`config.mk`:
```
export PLATFORM = sky130hd
export DESIGN_NAME = baud_tick_gen
export DESIGN_NICKNAME = d
export VERILOG_FILES = /design/src/rtl/bt_pkg.sv /design/src/rtl/bt_ctrl.sv /design/src/rtl/bt_dp.sv /design/src/rtl/baud_tick_gen.sv
export SDC_FILE = /design/constraint.sdc
export NUM_CORES = 1
export LEC_CHECK = 0
export ABC_AREA = 1
export BUFFER_PORTS_ARGS = -buffer_cell sky130_fd_sc_hd__buf_2
export CAP_MARGIN = 30
export CORE_MARGIN = 2
export CORE_UTILIZATION = 64
export DETAILED_ROUTE_END_ITERATION = 6
export GPL_TIMING_DRIVEN = 0
export PLACE_DENSITY = 0.95
export SLEW_MARGIN = 20
export SYNTH_ARGS = -nofsm -noshare
export SYNTH_HDL_FRONTEND = slang
export SYNTH_HIERARCHICAL = 1
export SYNTH_SLANG_ARGS = --single-unit
```
`constraint.sdc`:
```
create_clock -name clk -period 3.7 [get_ports clk]
set_clock_uncertainty 0.1 [all_clocks]
set_input_delay 0.185 -clock clk [delete_from_list [all_inputs] [get_ports clk]]
set_output_delay 0.185 -clock clk [all_outputs]
set_load 0.05 [all_outputs]
```
`src/rtl/bt_pkg.sv`:
```
package bt_pkg;

  // strobes from control to datapath
  typedef struct packed {
    logic restart;
    logic run;
  } btStrobe_t;

  // smallest select that brings clkHz down to limHz, capped at selMax
  function automatic int minSel(longint clkHz, longint limHz, int selMax);
    longint f;
    int k;
    f = clkHz;
    k = 0;
    for (int i = 0; i < selMax; i++) begin
      if (f > limHz) begin
        f = f >> 1;
        k = k + 1;
      end
    end
    return k;
  endfunction

endpackage

```
`src/rtl/bt_ctrl.sv`:
```
module bt_ctrl
  import bt_pkg::*;
#(
  parameter int SEL_W     = 4,
  parameter int CNT_W     = 8,
  parameter int SEL_MAX   = 11,
  parameter int SEL_MIN   = 1,
  parameter int CNT_FLOOR = 8
) (
  input  logic             clk,
  input  logic             rstN,
  input  logic             clkEn,
  input  logic             selWrite,
  input  logic [SEL_W-1:0] selData,
  input  logic             cntWrite,
  input  logic [CNT_W-1:0] cntData,
  output btStrobe_t        strobe,
  output logic [SEL_W-1:0] cfgSel,
  output logic [CNT_W-1:0] cfgCnt
);

  localparam logic [SEL_W-1:0] SelHi  = SEL_W'(SEL_MAX);
  localparam logic [SEL_W-1:0] SelLo  = SEL_W'(SEL_MIN);
  localparam logic [CNT_W-1:0] CntLo  = CNT_W'(CNT_FLOOR);

  logic [SEL_W-1:0] selClamp;
  logic [CNT_W-1:0] cntClamp;

  // pull written values into the legal window
  always_comb begin
    if (selData > SelHi)      selClamp = SelHi;
    else if (selData < SelLo) selClamp = SelLo;
    else                      selClamp = selData;
    cntClamp = (cntData < CntLo) ? CntLo : cntData;
  end

  always_ff @(posedge clk) begin
    if (!rstN) begin
      cfgSel <= SelLo;
      cfgCnt <= CntLo;
    end else begin
      if (selWrite) cfgSel <= selClamp;
      if (cntWrite) cfgCnt <= cntClamp;
    end
  end

  // any write or a disabled channel returns the dividers to their start
  always_comb begin
    strobe.restart = selWrite | cntWrite | ~clkEn;
    strobe.run     = clkEn & ~strobe.restart;
  end

endmodule

```
`src/rtl/bt_dp.sv`:
```
module bt_dp
  import bt_pkg::*;
#(
  parameter int SEL_W = 4,
  parameter int CNT_W = 8,
  parameter int PRE_W = 11
) (
  input  logic             clk,
  input  logic             rstN,
  input  btStrobe_t        strobe,
  input  logic [SEL_W-1:0] cfgSel,
  input  logic [CNT_W-1:0] cfgCnt,
  output logic             preTick,
  output logic             tick
);

  logic [PRE_W:0]   preSpan;
  logic [PRE_W-1:0] preLimit;
  logic [PRE_W-1:0] preCnt;
  logic [CNT_W-1:0] divCnt;
  logic             divHit;
  logic             halfPhase;
  logic             preHit;

  // terminal count of the power-of-two prescaler: 2^k - 1
  always_comb begin
    preSpan  = (PRE_W+1)'(1) << cfgSel;
    preLimit = preSpan[PRE_W-1:0] - PRE_W'(1);
    preHit   = strobe.run && (preCnt == preLimit);
    divHit   = preHit && (divCnt == cfgCnt - CNT_W'(1));
  end

  always_ff @(posedge clk) begin
    if (!rstN || strobe.restart) begin
      preCnt <= '0;
    end else if (preHit) begin
      preCnt <= '0;
    end else begin
      preCnt <= preCnt + PRE_W'(1);
    end
  end

  always_ff @(posedge clk) begin
    if (!rstN || strobe.restart) begin
      divCnt <= '0;
    end else if (preHit) begin
      divCnt <= divHit ? '0 : divCnt + CNT_W'(1);
    end
  end

  always_ff @(posedge clk) begin
    if (!rstN || strobe.restart) begin
      halfPhase <= 1'b0;
    end else if (divHit) begin
      halfPhase <= ~halfPhase;
    end
  end

  assign preTick = preHit;
  assign tick    = divHit & halfPhase;

endmodule

```
`src/rtl/baud_tick_gen.sv`:
```
module baud_tick_gen
  import bt_pkg::*;
#(
  parameter longint CLK_HZ    = 50_000_000,
  parameter longint LIMIT_HZ  = 25_000_000,
  parameter int     SEL_W     = 4,
  parameter int     CNT_W     = 8,
  parameter int     SEL_MAX   = 11,
  parameter int     CNT_FLOOR = 8
) (
  input  logic             clk,
  input  logic             rstN,
  input  logic             clkEn,
  input  logic             selWrite,
  input  logic [SEL_W-1:0] selData,
  input  logic             cntWrite,
  input  logic [CNT_W-1:0] cntData,
  output logic             preTick,
  output logic             tick
);

  localparam int SEL_MIN = minSel(CLK_HZ, LIMIT_HZ, SEL_MAX);
  localparam int PRE_W   = (SEL_MAX > 0) ? SEL_MAX : 1;

  btStrobe_t        strobe;
  logic [SEL_W-1:0] cfgSel;
  logic [CNT_W-1:0] cfgCnt;

  bt_ctrl #(
    .SEL_W(SEL_W), .CNT_W(CNT_W), .SEL_MAX(SEL_MAX),
    .SEL_MIN(SEL_MIN), .CNT_FLOOR(CNT_FLOOR)
  ) uCtrl (
    .clk(clk), .rstN(rstN), .clkEn(clkEn),
    .selWrite(selWrite), .selData(selData),
    .cntWrite(cntWrite), .cntData(cntData),
    .strobe(strobe), .cfgSel(cfgSel), .cfgCnt(cfgCnt)
  );

  bt_dp #(
    .SEL_W(SEL_W), .CNT_W(CNT_W), .PRE_W(PRE_W)
  ) uDp (
    .clk(clk), .rstN(rstN), .strobe(strobe),
    .cfgSel(cfgSel), .cfgCnt(cfgCnt),
    .preTick(preTick), .tick(tick)
  );

endmodule

```
==> results.yml <==
power_and_ir_drop:
  power.density_mw_per_mm2: 292
  power.total_uw: 703
  leakagePower_nw: 1.09
  vdd_drop_max_mv: 0.256
worst_setup_path:
  timing.rr.start: "uCtrl/cfgSel[0]$_SDFFE_PN1P_"
  path_buf_inv: 3
  worstPathCellList: "nor2_1 > nand2_1 > ha_1 > xor2_1 > nand4_1 > nor2_1 > nand3_1 > nor2_2 > nand2_2 > inv_4 > nand3_1 > inv_1 > buf_2"
  path_max_fanout: 6
  max_stage_delay_ps: 410
  crit_arrival_ps: 2840
  crit_required_ps: 3410
  crit_path_end: "tick"
  start_kind: "register"
  timing.rr.end: "uDp/divCnt[6]$_SDFFE_PP0P_"
  cp_slowest_cell: "dfxtp_1"
  worst-setup-path-type: "reg -> out"
  crit_cells: 13
  r2r_setup_slack_ps: 1110
  ff2ff_path_depth: 14
  cp-startpoint: "uCtrl/cfgSel[0]$_SDFFE_PN1P_"
  worstSetupEndpointType: "primary output"
  crit_family: "simple AND/OR/NAND/NOR gates"
grt:
  grt_pass1_wl_mm: 9.33
  grt_max_degree: 12
  grtUsageTotal: 0.332
  grt_overflow: 0
  antenna_found_initial: 0
  first_global_vias: 2056
timing:
  min_period_ps: 3120
  rsz0062_at_grt: "no"
  slew_headroom: 0.728
  setup_viol: 0
  worst_pin_slew_ps: 404
  slew_violations: 0
  max_clock_freq_mhz: 320
  hold_violations: 0
  fin_ws_ps: 576
  finalCritPeriodShare: 0.844
  fin_tns_setup_ps: 0
  whs_ps: 5.00
place:
  port_buffers: 18
  postPlaceCellArea_mm2: 0.00228
  dp_cells: 387
  pre_cts_slack_ps: 1080
  hpwlAfterDp_mm: 3.40
  gp_congestion: 0.875
detailed_routing:
  drc_errors: 0
  routed_wl_mm: 5.52
  firstDrtPassIters: 5
  wl_met1_mm: 2.37
  ant_nets: 0
  wl_met2_mm: 2.57
  routedWlPerCell_um: 13.7
  dr_total_vias: 2265
  routed_via_density: 5.63
  drt-initial-drc-count: 208
  dr_wl_met3_um: 449
  top_layer: "met4"
cells_and_area:
  final_area_mm2: 0.00240
  layout_common_cells: "nand2_1, nor2_1, inv_1, dfxtp_1, nand3_1"
  final_common_cell: "nand2_1"
  drive_above_1_share: 0.145
  antenna_cells: 0
  syn2layout_area_growth_pct: 12.7
  fin_nets: 379
  finish.utilization: 0.775
  final_cells: 402
floorplan:
  die_width_um: 61.7
  num_rows: 20
  die_height_um: 61.7
  coreArea_mm2: 0.00310
  die_area_mm2: 0.00381
  ios: 19
  initial_core_util: 0.687
yosys:
  yosys.area.top_type: "dfxtp_1"
  netlist_top_cells_area: "dfxtp_1, nand2_1, nor2_1"
  synth_nets: 346
  synthesis.area_mm2: 0.00213
  yosysWarnings: 6
  ys_ff_latch: 32
  avgSynthCellArea_um2: 6.56
  yosysSeqAreaShare: 0.300
  synth_cell_type_count: 34
  netlist.area_leader.share: 0.300
  async_flop_share: 0
  syn_inst: 325
  synth_edf_count: 0
  ys.flop_type: "dfxtp_1"
flow_run:
  cap_violations: 0
hold_path:
  hold_class: "in -> reg"
clocking:
  cts_buffers: 5
  cts_buffer_depth: 2
  root_buffer: "clkbuf_4"
  cts_resized: 0
  post_cts_buffers: 0
  cts_tree: "yes"
  htreeDepth: 2
  cts.sinks: 32
  insertion_delay_ps: 340
  clk_pin_slew_worst_paths_ps: 100
status:
  status: "complete, no violations"
what timing repair did:
item	in CTS	in global routing
setup endpoints to repair	0	0
hold endpoints to repair	8	0
hold buffers	8	0
per-layer routing:
layer | track usage | up-vias
met4 | 0.146 | 0
met5 | 0 | -
met2 | 0.526 | 120
met3 | 0.0766 | 16
met1 | 0.435 | 1031
li1 | - | 1098
worst reg2reg max path: stages (launching register included):
cell and delay, ps:
dfxtp_1 410, nor2_1 330, nand2_1 160, ha_1 340, xor2_1 220, o21ai_0 120
nor2_1 90, nand3_1 80, nor2_1 90, nand2_1 70, nor2_2 150, buf_6 150
nand3_1 70, nand2_1 60, a21oi_1 60
final cells by class:
type	count	area, um2
sequential	32	641
multi-input combinational	242	1270
clock buffer	6	41.3
fill	233	698
inverter	47	179
clock inverter	1	5.00
tap	44	55.1
buffer	4	38.8
timing repair buffer	26	170
Yosys cell counts (all sizes together) (2+ instances only):
library cell,n
nand2,79
nor2,53
inv,47
dfxtp,32
nand3,32
o21ai,18
a21oi,15
xor2,9
nor3,8
xnor2,7
buf,4
ha,4
nand4,4
nor3b,3
xnor3,2
cells by family after synthesis:
logic type	synth area share
AO/OA/AOI/OAI	0.102
XOR/XNOR	0.0868
adder cells (fa/ha/maj)	0.0235
buffers and inverters	0.102
flip-flops	0.300
AND/OR/NAND/NOR	0.385
power by group:
part	switching, mW	internal (mW)
Clock	0.122	0.0699
Sequential	0.0145	0.354
Combinational	0.0853	0.0576
Total	0.222	0.481
how the worst min path moves through the flow:
stage	slack [ps]	to	startpoint	cells past startpoint
final	5	uCtrl/cfgCnt[4]$_SDFFE_PN0P_	cntData[4]	3
after global routing	20	uCtrl/cfgCnt[4]$_SDFFE_PN0P_	cntData[4]	3
after CTS	5	uCtrl/cfgCnt[4]$_SDFFE_PN0P_	cntData[4]	3
after detailed placement	330	uCtrl/cfgSel[0]$_SDFFE_PN1P_	selData[0]	3
after global placement	320	uCtrl/cfgSel[0]$_SDFFE_PN1P_	selData[0]	3
after floorplan	180	uCtrl/cfgSel[3]$_SDFFE_PN0P_	selWrite	1
state kept, by name (all words and copies together), names as in the netlist:
register and flops:
uDp/preCnt 11, uCtrl/cfgCnt 8, uDp/divCnt 8, uDp/halfPhase 1
uCtrl/cfgSel 4
Power figures use the tool's default switching activity.
